[src/rtl/io_abort_pkg.sv]
package io_abort_pkg;

   typedef enum logic [1:0] {
      ST_IDLE  = 2'd0,
      ST_ARMED = 2'd1,
      ST_WAIT  = 2'd2
   } mon_state_e;

   typedef enum logic [1:0] {
      VD_NONE = 2'd0,
      VD_PASS = 2'd1,
      VD_FAIL = 2'd2
   } verdict_e;

endpackage

[src/rtl/io_abort_sampler.sv]
module io_abort_sampler (
   input  logic clk,
   input  logic rst,
   input  logic qual_en,
   input  logic frame_n,
   input  logic devsel_n,
   input  logic stop_n,
   output logic frame_fall,
   output logic devsel_rise,
   output logic stop_fall
);
   logic frame_q, devsel_q, stop_q;

   always_ff @(posedge clk) begin
      if (rst) begin
         frame_q  <= 1'b1;
         devsel_q <= 1'b1;
         stop_q   <= 1'b1;
      end else if (qual_en) begin
         frame_q  <= frame_n;
         devsel_q <= devsel_n;
         stop_q   <= stop_n;
      end
   end

   assign frame_fall  = frame_q & ~frame_n;
   assign devsel_rise = ~devsel_q & devsel_n;
   assign stop_fall   = stop_q & ~stop_n;

endmodule

[src/rtl/io_abort_decode.sv]
module io_abort_decode #(
   parameter int              ADDR_W = 2,
   parameter int              BE_W   = 4,
   parameter logic [BE_W-1:0] CMD_RD = BE_W'(2),
   parameter logic [BE_W-1:0] CMD_WR = BE_W'(3)
) (
   input  logic [BE_W-1:0]   cbe_n,
   input  logic [ADDR_W-1:0] addr_q,
   output logic              is_io,
   output logic              mismatch
);
   logic [BE_W-1:0] lane_bad;

   assign is_io = (cbe_n == CMD_RD) || (cbe_n == CMD_WR);

   for (genvar g = 0; g < BE_W; g++) begin : g_lane
      assign lane_bad[g] = (ADDR_W'(g) < addr_q) && !cbe_n[g];
   end

   assign mismatch = |lane_bad;

endmodule

[src/rtl/io_abort_fsm.sv]
module io_abort_fsm
   import io_abort_pkg::*;
#(
   parameter int ADDR_W = 2
) (
   input  logic              clk,
   input  logic              rst,
   input  logic              qual_en,
   input  logic              frame_fall,
   input  logic              devsel_rise,
   input  logic              stop_fall,
   input  logic              frame_n,
   input  logic              irdy_n,
   input  logic              trdy_n,
   input  logic              devsel_n,
   input  logic              stop_n,
   input  logic              is_io,
   input  logic              mismatch,
   input  logic [ADDR_W-1:0] ad_lo,
   output logic [ADDR_W-1:0] addr_q,
   output logic              err_o,
   output logic              pass_o,
   output logic              viol_o
);
   mon_state_e state_q;
   verdict_e   verdict;
   logic       tracking;

   assign tracking = (state_q == ST_WAIT) || (state_q == ST_ARMED && mismatch);

   always_comb begin
      verdict = VD_NONE;
      if (devsel_rise && stop_fall)
         verdict = VD_PASS;
      else if (!trdy_n || (!devsel_n && !stop_n) || devsel_rise || (frame_n && irdy_n))
         verdict = VD_FAIL;
   end

   always_ff @(posedge clk) begin
      if (rst) begin
         state_q <= ST_IDLE;
         addr_q  <= '0;
         err_o   <= 1'b0;
         pass_o  <= 1'b0;
         viol_o  <= 1'b0;
      end else begin
         err_o  <= 1'b0;
         pass_o <= 1'b0;
         if (qual_en) begin
            unique case (state_q)
               ST_IDLE: begin
                  if (frame_fall && is_io) begin
                     addr_q  <= ad_lo;
                     state_q <= ST_ARMED;
                  end
               end
               ST_ARMED, ST_WAIT: begin
                  if (!tracking) begin
                     state_q <= ST_IDLE;
                  end else if (verdict == VD_PASS) begin
                     pass_o  <= 1'b1;
                     state_q <= ST_IDLE;
                  end else if (verdict == VD_FAIL) begin
                     err_o   <= 1'b1;
                     viol_o  <= 1'b1;
                     state_q <= ST_IDLE;
                  end else begin
                     state_q <= ST_WAIT;
                  end
               end
               default: state_q <= ST_IDLE;
            endcase
         end
      end
   end

   AST_NO_DUAL_VERDICT: assert property (@(posedge clk) disable iff (rst)
      !(err_o && pass_o));
   AST_ERR_ONE_CLOCK: assert property (@(posedge clk) disable iff (rst)
      err_o |=> !err_o);
   AST_PASS_ONE_CLOCK: assert property (@(posedge clk) disable iff (rst)
      pass_o |=> !pass_o);
   AST_STICKY_HOLDS: assert property (@(posedge clk) disable iff (rst)
      viol_o |=> viol_o);
   AST_ERR_MARKS_STICKY: assert property (@(posedge clk) disable iff (rst)
      err_o |-> viol_o);
   AST_UNQUAL_FROZEN: assert property (@(posedge clk) disable iff (rst)
      !qual_en |=> $stable(state_q));
   AST_VERDICT_IDLES: assert property (@(posedge clk) disable iff (rst)
      (err_o || pass_o) |-> state_q == ST_IDLE);
   AST_BUSY_NO_RESTART: assert property (@(posedge clk) disable iff (rst)
      (state_q == ST_WAIT && qual_en && frame_fall && verdict == VD_NONE)
      |=> state_q == ST_WAIT);

endmodule

[src/rtl/io_abort_mon.sv]
module io_abort_mon #(
   parameter int              ADDR_W = 2,
   parameter int              BE_W   = 4,
   parameter logic [BE_W-1:0] CMD_RD = BE_W'(2),
   parameter logic [BE_W-1:0] CMD_WR = BE_W'(3)
) (
   input  logic              clk,
   input  logic              rst,
   input  logic              qual_en,
   input  logic              frame_n,
   input  logic              irdy_n,
   input  logic              trdy_n,
   input  logic              devsel_n,
   input  logic              stop_n,
   input  logic [BE_W-1:0]   cbe_n,
   input  logic [ADDR_W-1:0] ad_lo,
   output logic              err_pulse,
   output logic              pass_pulse,
   output logic              viol_sticky
);
   localparam int LANES = 1 << ADDR_W;

   if (BE_W != LANES) begin : g_bad_width
      $error("io_abort_mon: BE_W must equal 2**ADDR_W");
   end
   if (CMD_RD == CMD_WR) begin : g_bad_cmd
      $error("io_abort_mon: read and write command codes must differ");
   end

   logic              frame_fall, devsel_rise, stop_fall;
   logic              is_io, mismatch;
   logic [ADDR_W-1:0] addr_q;

   io_abort_sampler u_smp (
      .clk         (clk),
      .rst         (rst),
      .qual_en     (qual_en),
      .frame_n     (frame_n),
      .devsel_n    (devsel_n),
      .stop_n      (stop_n),
      .frame_fall  (frame_fall),
      .devsel_rise (devsel_rise),
      .stop_fall   (stop_fall)
   );

   io_abort_decode #(
      .ADDR_W (ADDR_W),
      .BE_W   (BE_W),
      .CMD_RD (CMD_RD),
      .CMD_WR (CMD_WR)
   ) u_dec (
      .cbe_n    (cbe_n),
      .addr_q   (addr_q),
      .is_io    (is_io),
      .mismatch (mismatch)
   );

   io_abort_fsm #(
      .ADDR_W (ADDR_W)
   ) u_fsm (
      .clk         (clk),
      .rst         (rst),
      .qual_en     (qual_en),
      .frame_fall  (frame_fall),
      .devsel_rise (devsel_rise),
      .stop_fall   (stop_fall),
      .frame_n     (frame_n),
      .irdy_n      (irdy_n),
      .trdy_n      (trdy_n),
      .devsel_n    (devsel_n),
      .stop_n      (stop_n),
      .is_io       (is_io),
      .mismatch    (mismatch),
      .ad_lo       (ad_lo),
      .addr_q      (addr_q),
      .err_o       (err_pulse),
      .pass_o      (pass_pulse),
      .viol_o      (viol_sticky)
   );

endmodule

[config.mk]
export PLATFORM = sky130hd
export DESIGN_NAME = io_abort_mon
export DESIGN_NICKNAME = d
export VERILOG_FILES = /design/src/rtl/io_abort_pkg.sv /design/src/rtl/io_abort_sampler.sv /design/src/rtl/io_abort_decode.sv /design/src/rtl/io_abort_fsm.sv /design/src/rtl/io_abort_mon.sv
export SDC_FILE = /design/constraint.sdc
export NUM_CORES = 1
export LEC_CHECK = 0
export CAP_MARGIN = 10
export CORE_AREA = 2 2 39 41
export CTS_BUF_LIST = sky130_fd_sc_hd__clkbuf_8
export DETAILED_ROUTE_END_ITERATION = 10
export DIE_AREA = 0 0 41 43
export GPL_TIMING_DRIVEN = 1
export PLACE_DENSITY = 0.69
export SKIP_LAST_GASP = 1
export SLEW_MARGIN = 30
export SYNTH_ARGS = -nofsm -noshare
export SYNTH_HDL_FRONTEND = slang
export SYNTH_SLANG_ARGS = --single-unit
export TNS_END_PERCENT = 10
[constraint.sdc]
create_clock -name clk -period 1.9 [get_ports clk]
set_clock_uncertainty 0.05 [all_clocks]
set_input_delay 0.19 -clock clk [delete_from_list [all_inputs] [get_ports clk]]
set_output_delay 0.19 -clock clk [all_outputs]
set_load 0.05 [all_outputs]
# Word level (Yosys, flattened, before mapping)
# Index checks and enable logic that the tools add are counted.
# word_totals
elab_cells	67
reg_bits	10
mem_count	0
latch_bits	0
rom_bits	0
mem_bits_rw	0
# classes
n_reduce_logical	29
bitwise	10
n_lt_le_gt_ge	4
shifts	0
mux	9
add_sub_neg	0
n_mul	0
div	0
n_eq_ne	7
# ops
op	count
$mux W2	6
$logic_and A1 B1 Y1	9
$eq A4 B2 Y1 const B	2
$reduce_or A4 Y1	2
$logic_not A1 Y1	7
$not A1 Y1	7
$logic_or A1 B1 Y1	5
$reduce_and A5 Y1	1
$reduce_or A5 Y1	1
$eq A2 B1 Y1 const B	2
$eq A2 B2 Y1 const B	2
$lt A1 B2 Y1 const A	2
$lt A2 B2 Y1 const A	2
$pmux W2 S2	1
$and A1 B1 Y1	3
$reduce_and A3 Y1	1
$logic_not A2 Y1	1
$mux W1	2
$ne A2 B1 Y1 const B	1
$reduce_and A2 Y1	1
$reduce_or A2 Y1	1

# Depth between registers and ports, before layout
# Gate-level depths: netlist of run 1.
# logic_depth
word_depth	12
mapped_depth	6
depth_no_buf	6

# Cells and area by module
# From an unflattened synthesis of run 1, not the netlist that was laid out.
# unflattened
cells_unflattened	51
hier_area_um2	489.2
# modules_own_cells
module	instances	cells_each	area_per_inst_um2
io_abort_fsm	1	34	336.6
io_abort_sampler	1	12	123.9
io_abort_decode	1	5	28.8

# Least setup slack after synthesis of run 1
# Ideal clock, no wire load.
# synth_path
kind	reg-to-reg
start	reg u_fsm.state_q[1]
end	reg u_fsm.state_q[1]
t_required_ns	1.716
synth_period_minus_slack_ns	1.338
setup_time_ns	0.134
path_buffers	0
path_slack_ns	0.562
t_arrival_ns	1.154
stages_incl_launch_ff	6
cell_sequence	dfxtp_1 -> inv_1 -> ha_1 -> a31o_2 -> o21ai_0 -> o32ai_1
# synth_via
elab_chain_cells	5
word_cells_on_any_way	10
# synth_rtl
element	line_no	rtl
from (decl)	io_abort_fsm.sv:25	mon_state_e state_q;
from (signal assigned)	io_abort_fsm.sv:41	state_q <= ST_IDLE;
from (signal assigned)	io_abort_fsm.sv:54	state_q <= ST_ARMED;
from (signal assigned)	io_abort_fsm.sv:59	state_q <= ST_IDLE;
$eq A2 B1 Y1	io_abort_fsm.sv:29, io_abort_fsm.sv:50	
$logic_and A1 B1 Y1	io_abort_fsm.sv:29	assign tracking = (state_q == ST_WAIT) || (state_q == ST_ARMED && mismatch);
$logic_or A1 B1 Y1	io_abort_fsm.sv:29	
$mux W2	io_abort_fsm.sv:58	if (!tracking) begin
$pmux W2 S2	io_abort_fsm.sv:50	unique case (state_q)
# Parallel ways exist; a longest one is shown, timed or not.
# A chain may end at the register's enable or synchronous reset.

# Final worst setup path of run 1
# layout_path
start	reg u_fsm.viol_o
end	out viol_sticky
# layout_lines
element	line_no	rtl
from (decl)	io_abort_fsm.sv:23	output logic viol_o
from (signal assigned)	io_abort_fsm.sv:45	viol_o <= 1'b0;
from (signal assigned)	io_abort_fsm.sv:65	viol_o <= 1'b1;
to (decl)	io_abort_mon.sv:19	output logic viol_sticky
# No word-level cell between the ends.

==> results of run 1 <==
[cell type report]
class,instances,area [µm²]
Clock buffer,3,41.3
Fill cell,125,644
Inverter,4,15.0
Multi-Input combinational cell,38,295
Sequential cell,10,200
Tap cell,16,20.0
Timing Repair Buffer,17,168
[worst reg2reg max path: stages, from the launching register on]
cell	delay, ns
dfxtp_1	0.35
inv_1	0.08
ha_1	0.20
a31o_2	0.24
o21ai_0	0.34
o32ai_1	0.12
[kinds of logic (layout without fill, tap and decap cells)]
kind of cell | Yosys count | after routing | synth area share (%)
multiplexers | 3 | 3 | 6.04
AND/OR/NAND/NOR | 21 | 21 | 26.8
buffers and inverters | 6 | 24 | 4.35
AO/OA/AOI/OAI | 10 | 10 | 14.5
flip-flops | 10 | 10 | 38.6
adder cells (fa/ha/maj) | 4 | 4 | 9.66
[state kept, by name, summed over array words and instances (netlist names)]
register and count:
u_fsm.addr_q 2, u_fsm.state_q 2, u_fsm.err_o 1, u_fsm.pass_o 1
u_fsm.viol_o 1, u_smp.devsel_q 1, u_smp.frame_q 1, u_smp.stop_q 1
[how the worst max path moves through the flow]
stage                                  end             start  cells past startpoint  slack [ns]
final                          viol_sticky      u_fsm.viol_o                      1        0.31
after detailed placement  u_fsm.state_q[1]           frame_n                      5        0.17
after global routing      u_fsm.state_q[1]  u_fsm.state_q[1]                      5        0.27
after CTS                      viol_sticky      u_fsm.viol_o                      1        0.30
after global placement    u_fsm.state_q[1]           frame_n                      5        0.20
after floorplan           u_fsm.state_q[1]  u_fsm.state_q[1]                      5        0.56
[report_power, final]
| group | switching (µW) | internal, µW |
|---|---|---|
| Clock | 74.5 | 138 |
| Combinational | 20.7 | 39.4 |
| Sequential | 3.84 | 216 |
[layer usage]
layer / up-vias / global-route usage [%]
li1: 230 / -
met1: 202 / 19.9
met2: 15 / 18.4
met3: 2 / 4.71
met4: 0 / 12.0
met5: - / 0
[synthesized netlist by cell type]
| cell | count | area share [%] |
|---|---|---|
| a31o_2 | 1 | 1.7 |
| a221oi_1 | 1 | 1.7 |
| nor4bb_1 | 1 | 1.9 |
| nand3b_1 | 1 | 1.4 |
| mux2_2 | 1 | 2.2 |
| nor3b_1 | 1 | 1.4 |
| a211o_2 | 1 | 1.9 |
| nor2b_1 | 3 | 3.6 |
| and3_1 | 1 | 1.2 |
| ha_1 | 4 | 9.7 |
| o22ai_1 | 1 | 1.2 |
| o21ai_0 | 1 | 0.97 |
| or3b_1 | 1 | 1.7 |
| nand3_1 | 1 | 0.97 |
| nand2_1 | 3 | 2.2 |
| inv_1 | 4 | 2.9 |
| clkbuf_1 | 2 | 1.4 |
| dfxtp_1 | 10 | 39 |
| mux2i_1 | 2 | 3.9 |
| nand2b_1 | 1 | 1.2 |
| nor4b_4 | 1 | 4.6 |
| o32ai_1 | 1 | 1.7 |
| a21oi_1 | 2 | 1.9 |
| nand4_1 | 1 | 1.2 |
| nor2_1 | 5 | 3.6 |
| and2b_2 | 1 | 1.7 |
| a211o_1 | 2 | 3.4 |
[stage by stage]
stage / worst slack [ns] / cell area, µm² / hold WS [ns]
final: 0.309 / 739 / 0.419
after global routing: 0.268 / 739 / 0.447
after CTS: 0.299 / 739 / 0.423
after detailed placement: 0.166 / 698 / 0.416
after global placement: 0.202 / 698 / 0.415
after floorplan: 0.562 / 518 / 0.258
==> summary.txt, run 1 <==
Power and ir drop
  • Peak VDD IR: 470 µV
  • PD cells: 666 nW/µm²
  • Leakage: 0.000303 µW
  • Total power: 492 µW

Cells and area
  • Non-filler cells, final: 88
  • Share of layout cells above drive strength 1: 12.5%
  • Final net count: 92
  • Commonest non-fill, non-tap cells in the layout: 16 x clkdlybuf4s50_1, 10 x dfxtp_1, 5 x nor2_1
  • Commonest non-fill, non-tap cell in the layout: clkdlybuf4s50_1
  • Ant diodes: 0
  • Layout Utilization: 53.4%
  • Area growth, synth to finish: 42.8%

Worst hold path
  • Hold path startpoint: u_fsm.viol_o
  • Hold crit path type: register to register
  • Hold path depth: 2
  • Worst Hold Endpoint: u_fsm.viol_o

STA
  • Achievable Freq: 629 MHz
  • Setup violations, final: 0
  • Final hold vios: 0
  • Worst-Margin Slew: 0.496 ns
  • Setup TNS: 0 ns
  • Tcrit/Tclk final: 83.7%
  • RSZ-0062 raised after global routing: false
  • Max-Slew Margin vs Limit: 66.8%
  • Fin. max-slew vios: 0
  • Tmin final: 1.59 ns

Worst setup path
  • Worst R2R End: u_fsm.state_q[1]
  • Worst R2R Path Depth: 5
  • Worst path slowest cell: clkdlybuf4s50_1
  • Maximum fanout along the worst path: 2
  • CP arrival: 1.35 ns
  • RR Startpoint: u_fsm.state_q[1]
  • Crit-path cells: clkdlybuf4s50_1
  • Setup crit start kind: register
  • Critical path type: register to output pin
  • Worst reg2reg setup slack: 0.38 ns
  • Crit path capture type: output pin
  • WP data required: 1.66 ns
  • Max stage delay on crit path: 0.80 ns
  • WP buf/inv: 1
  • Largest delay share family, worst path: buffers and inverters

Synth
  • Synth unique cells: 27
  • Mapped cell area: 518 µm²
  • Syn Inst Count: 54
  • Synth warnings: 0
  • Syn nets: 72
  • Sequential share of the synthesized area: 38.6%
  • Yosys reg bits: 10
  • Syn_area_per_cell: 9.59 µm²

Route
  • WL final: 1.06 mm
  • Residual DRC: 0
  • Wl on met1: 514 µm
  • Max Used Layer: met4
  • Antenna Nets Post-Route: 0
  • Via density: 5.10
  • First drt pass iteration count: 4
  • Routed vias: 449
  • Starting DRC count in detailed routing: 4
  • Avg WL per Cell: 12.0 µm
  • Met3 wire len: 59 µm
  • Routed met2 length: 474 µm

GRT
  • Largest net degree at the start of global routing: 12
  • GRT Util Overall: 14.8%
  • Overflow after GRT: 0
  • First-pass GRT wire length: 1.69 mm
  • Initial antenna violation count: 0
  • Vias in the first global route: 415

Die
  • Die outline width: 41 µm
  • Row count: 14
  • Initial cell density of the core: 37.4%
  • I/O pins: 17
  • Die height: 43 µm
  • Die area: 1760 µm²
  • Core box area: 1380 µm²

CTS
  • CTS tree: built
  • Skew-Pair Late Insertion Delay: 0.23 ns
  • Worst-path clk slew: 0.04 ns
  • PostCTS Resize Cnt: 0
  • CTS Hold Bufs: 0
  • CTS buffer count: 3
  • TritonCTS Sinks: 10
  • Postcts setup bufs: 0
  • Max clock buf depth: 2
  • CTS root buffer: clkbuf_8
  • Max H-tree Level: 1

Placed design
  • IO buf count: 16
  • Placed insts: 85
  • Gpl congestion: 0.665
  • Dpl hpwl: 794 µm

Run status
  • Status: complete, no violations

Run
  • Max cap viols: 0
(Power assumes the default switching activity.)
==> run 2, diff against run 1 <==
clock period = 1.47 ns   (was 1.9 ns; I/O delays follow)
==> run 2 against run 1 <==
Compared with the run above: sequential cell count unchanged; largest power group unchanged; critical path type is now register to register; power increased by 33%; register-to-register slack got worse by 0.35 ns.
==> summary.txt, run 2 (synthesis results as in run 1) <==
Power and ir drop
  • Clock power frac: 42.4% (-0.8 points)
  • Total power: 657 µW (+33%)
  • PD cells: 781 nW/µm² (+17%)
  • Peak VDD IR: 497 µV (+5.8%)
  • Switch Pwr: 136 µW (+37%)
  • Internal Power: 522 µW (+33%)
  • Sw frac: 20.7% (+0.55 points)
  • Logic pwr share: 14.4% (+2.2 points)
  • Register share of total power: 43.2% (-1.4 points)
  • Leakage: 0.000372 µW (+23%)

Cells and area
  • Ant diodes: 0 (unchanged)
  • Fin area: 842 µm² (+14%)
  • Area growth, synth to finish: 62.6%
  • Layout Utilization: 60.8% (+7.4 points)
  • Final net count: 104 (+13%)
  • Commonest non-fill, non-tap cell in the layout: buf_4
  • Commonest non-fill, non-tap cells in the layout: 16 x buf_4, 13 x clkdlybuf4s50_1, 8 x dfxtp_1
  • Regs by FF count: u_fsm.addr_q: 2 flops, u_fsm.state_q: 2 flops
  • Share of layout cells above drive strength 1: 35.7% (+23 points)
  • # fillers: 129 (+3.2%)

STA
  • Achievable Freq: 697 MHz
  • Tmin final: 1.44 ns
  • Final hold vios: 0 (unchanged)
  • Hold WS: 0.432 ns (+0.0131 ns)
  • Fin. max-slew vios: 0 (unchanged)
  • Final setup margin: 0.0348 ns (-0.274 ns)
  • Setup violations, final: 0 (unchanged)
  • Max-Slew Margin vs Limit: 76.9% (+10 points)
  • RSZ-0062 raised after global routing: true
  • Tcrit/Tclk final: 97.6%
  • Worst-Margin Slew: 0.342 ns (-0.154 ns)

Route
  • Via density: 5.01 (-1.8%)
  • Residual DRC: 0 (unchanged)
  • Avg WL per Cell: 12.1 µm (+0.98%)
  • Starting DRC count in detailed routing: 6 (+2)
  • Routed vias: 501 (+12%)
  • First drt pass iteration count: 4 (unchanged)
  • Antenna Nets Post-Route: 0 (unchanged)
  • WL final: 1.21 mm (+15%)

Worst setup path
  • Crit-path cells: inv_1 > buf_4 > ha_2 > inv_1 > buf_4 > buf_4 > a221oi_1
  • WP buf/inv: 5 (+4)
  • Max stage delay on crit path: 0.31 ns (-0.49 ns)
  • CP arrival: 1.51 ns (+0.16 ns)
  • Cell mode on critical path: buf_4
  • Largest delay share family, worst path: buffers and inverters
  • Critical path type: register to register
  • Crit path capture type: register
  • Maximum fanout along the worst path: 2 (unchanged)
  • Setup crit start kind: register
  • WP data required: 1.54 ns (-0.12 ns)
  • Worst path slowest cell: dfxtp_2

GRT
  • Initial antenna violation count: 0 (unchanged)
  • Overflow after GRT: 0 (unchanged)
  • Largest net degree at the start of global routing: 9 (-3)
  • First-pass GRT wire length: 1.89 mm (+12%)
  • Vias in the first global route: 479 (+15%)
  • GRT Util Overall: 16.7% (+1.9 points)

Die
  • Die area: 1760 µm² (unchanged)
  • I/O pins: 17 (unchanged)
  • Core box area: 1380 µm² (unchanged)
  • Die outline width: 41 µm (unchanged)
  • Row count: 14 (unchanged)
  • Initial cell density of the core: 37.4% (unchanged)
  • Die height: 43 µm (unchanged)

CTS
  • Max H-tree Level: 1 (unchanged)
  • CTS root buffer: clkbuf_8
  • Skew-Pair Late Insertion Delay: 0.23 ns (about the same)
  • Max clock buf depth: 2 (unchanged)
  • CTS tree: built
  • Worst-path clk slew: 0.04 ns (about the same)
  • CTS Hold Bufs: 0 (unchanged)
  • CTS buffer count: 3 (unchanged)
  • TritonCTS Sinks: 10 (unchanged)

Placed design
  • IO buf count: 16 (unchanged)
  • Dpl cell area: 751 µm² (+7.5%)
  • Dpl hpwl: 867 µm (+9.2%)
  • Pre-CTS setup slack: -0.161 ns (-0.327 ns)
  • Gpl congestion: 0.740 (+11%)

Run status
  • Status: complete, no violations

Worst hold path
  • Hold crit path type: register to register

Run
  • Max cap viols: 0 (unchanged)
[run 2: routing by layer]
metal | share of wire (%) | vias to the layer above | wire (µm) | GRT usage [%]
li1 | - | 253 | - | -
met1 | 43 | 227 | 518 | 17.9
met2 | 49 | 16 | 595 | 26.3
met3 | 5.5 | 5 | 67 | 4.71
met4 | 2.7 | 0 | 33 | 12.0
met5 | 0 | - | 0 | 0
[run 2: area by class of cell]
class,instances,area [µm²],area share (%)
multi-input combinational,38,313,37.1
sequential,10,203,24.1
inverter,4,15.0,1.78
timing repair buffer,29,250,29.7
tap,16,20.0,2.38
clock buffer,3,41.3,4.90
[run 2: worst paths after layout]
| kind | to | slack [ns] | cells after the start | startpoint |
|---|---|---|---|---|
| worst max register to register | u_fsm.state_q[0] | 0.03 | 7 | u_fsm.state_q[0] |
| worst min register to register | u_fsm.viol_o | 0.43 | 2 | u_fsm.viol_o |
| worst min-delay path | u_fsm.viol_o | 0.43 | 2 | u_fsm.viol_o |
| worst max-delay path | u_fsm.state_q[0] | 0.03 | 7 | u_fsm.state_q[0] |
[run 2: worst min-delay path: stages (launching register included)]
cell and delay, ns:
dfxtp_1 0.30, inv_1 0.05, o22ai_1 0.08
[run 2: power by group through the flow]
stage | Clock (µW) | Combinational, µW | Sequential, µW
after floorplan | 0 | 31.9 | 287
after global placement | 0 | 90.0 | 288
after detailed placement | 0 | 90.3 | 289
after CTS | 287 | 94.2 | 283
after global routing | 298 | 101 | 284
final | 279 | 95.0 | 284
[run 2: timing repair]
item / CTS / global route
hold endpoints to repair: 0 / 0
pin swaps: 1 / 1
setup endpoints to repair: 2 / 6
resized for setup: 5 / 2
setup buffers: 4 / 0
[run 2: through the flow]
stage	cells	TNS, ns
2_1_floorplan	54	0
3_3_place_gp	93	-0.667
3_5_place_dp	93	-0.736
4_1_cts	100	0
5_1_grt	100	-0.162
6_report	100	0
==> run 3, diff against run 2 <==
CTS_CLUSTER_SIZE = 20   (was unset)
==> results of run 3 <==
The final DEF is identical to that of run 2; final timing and power are the same.
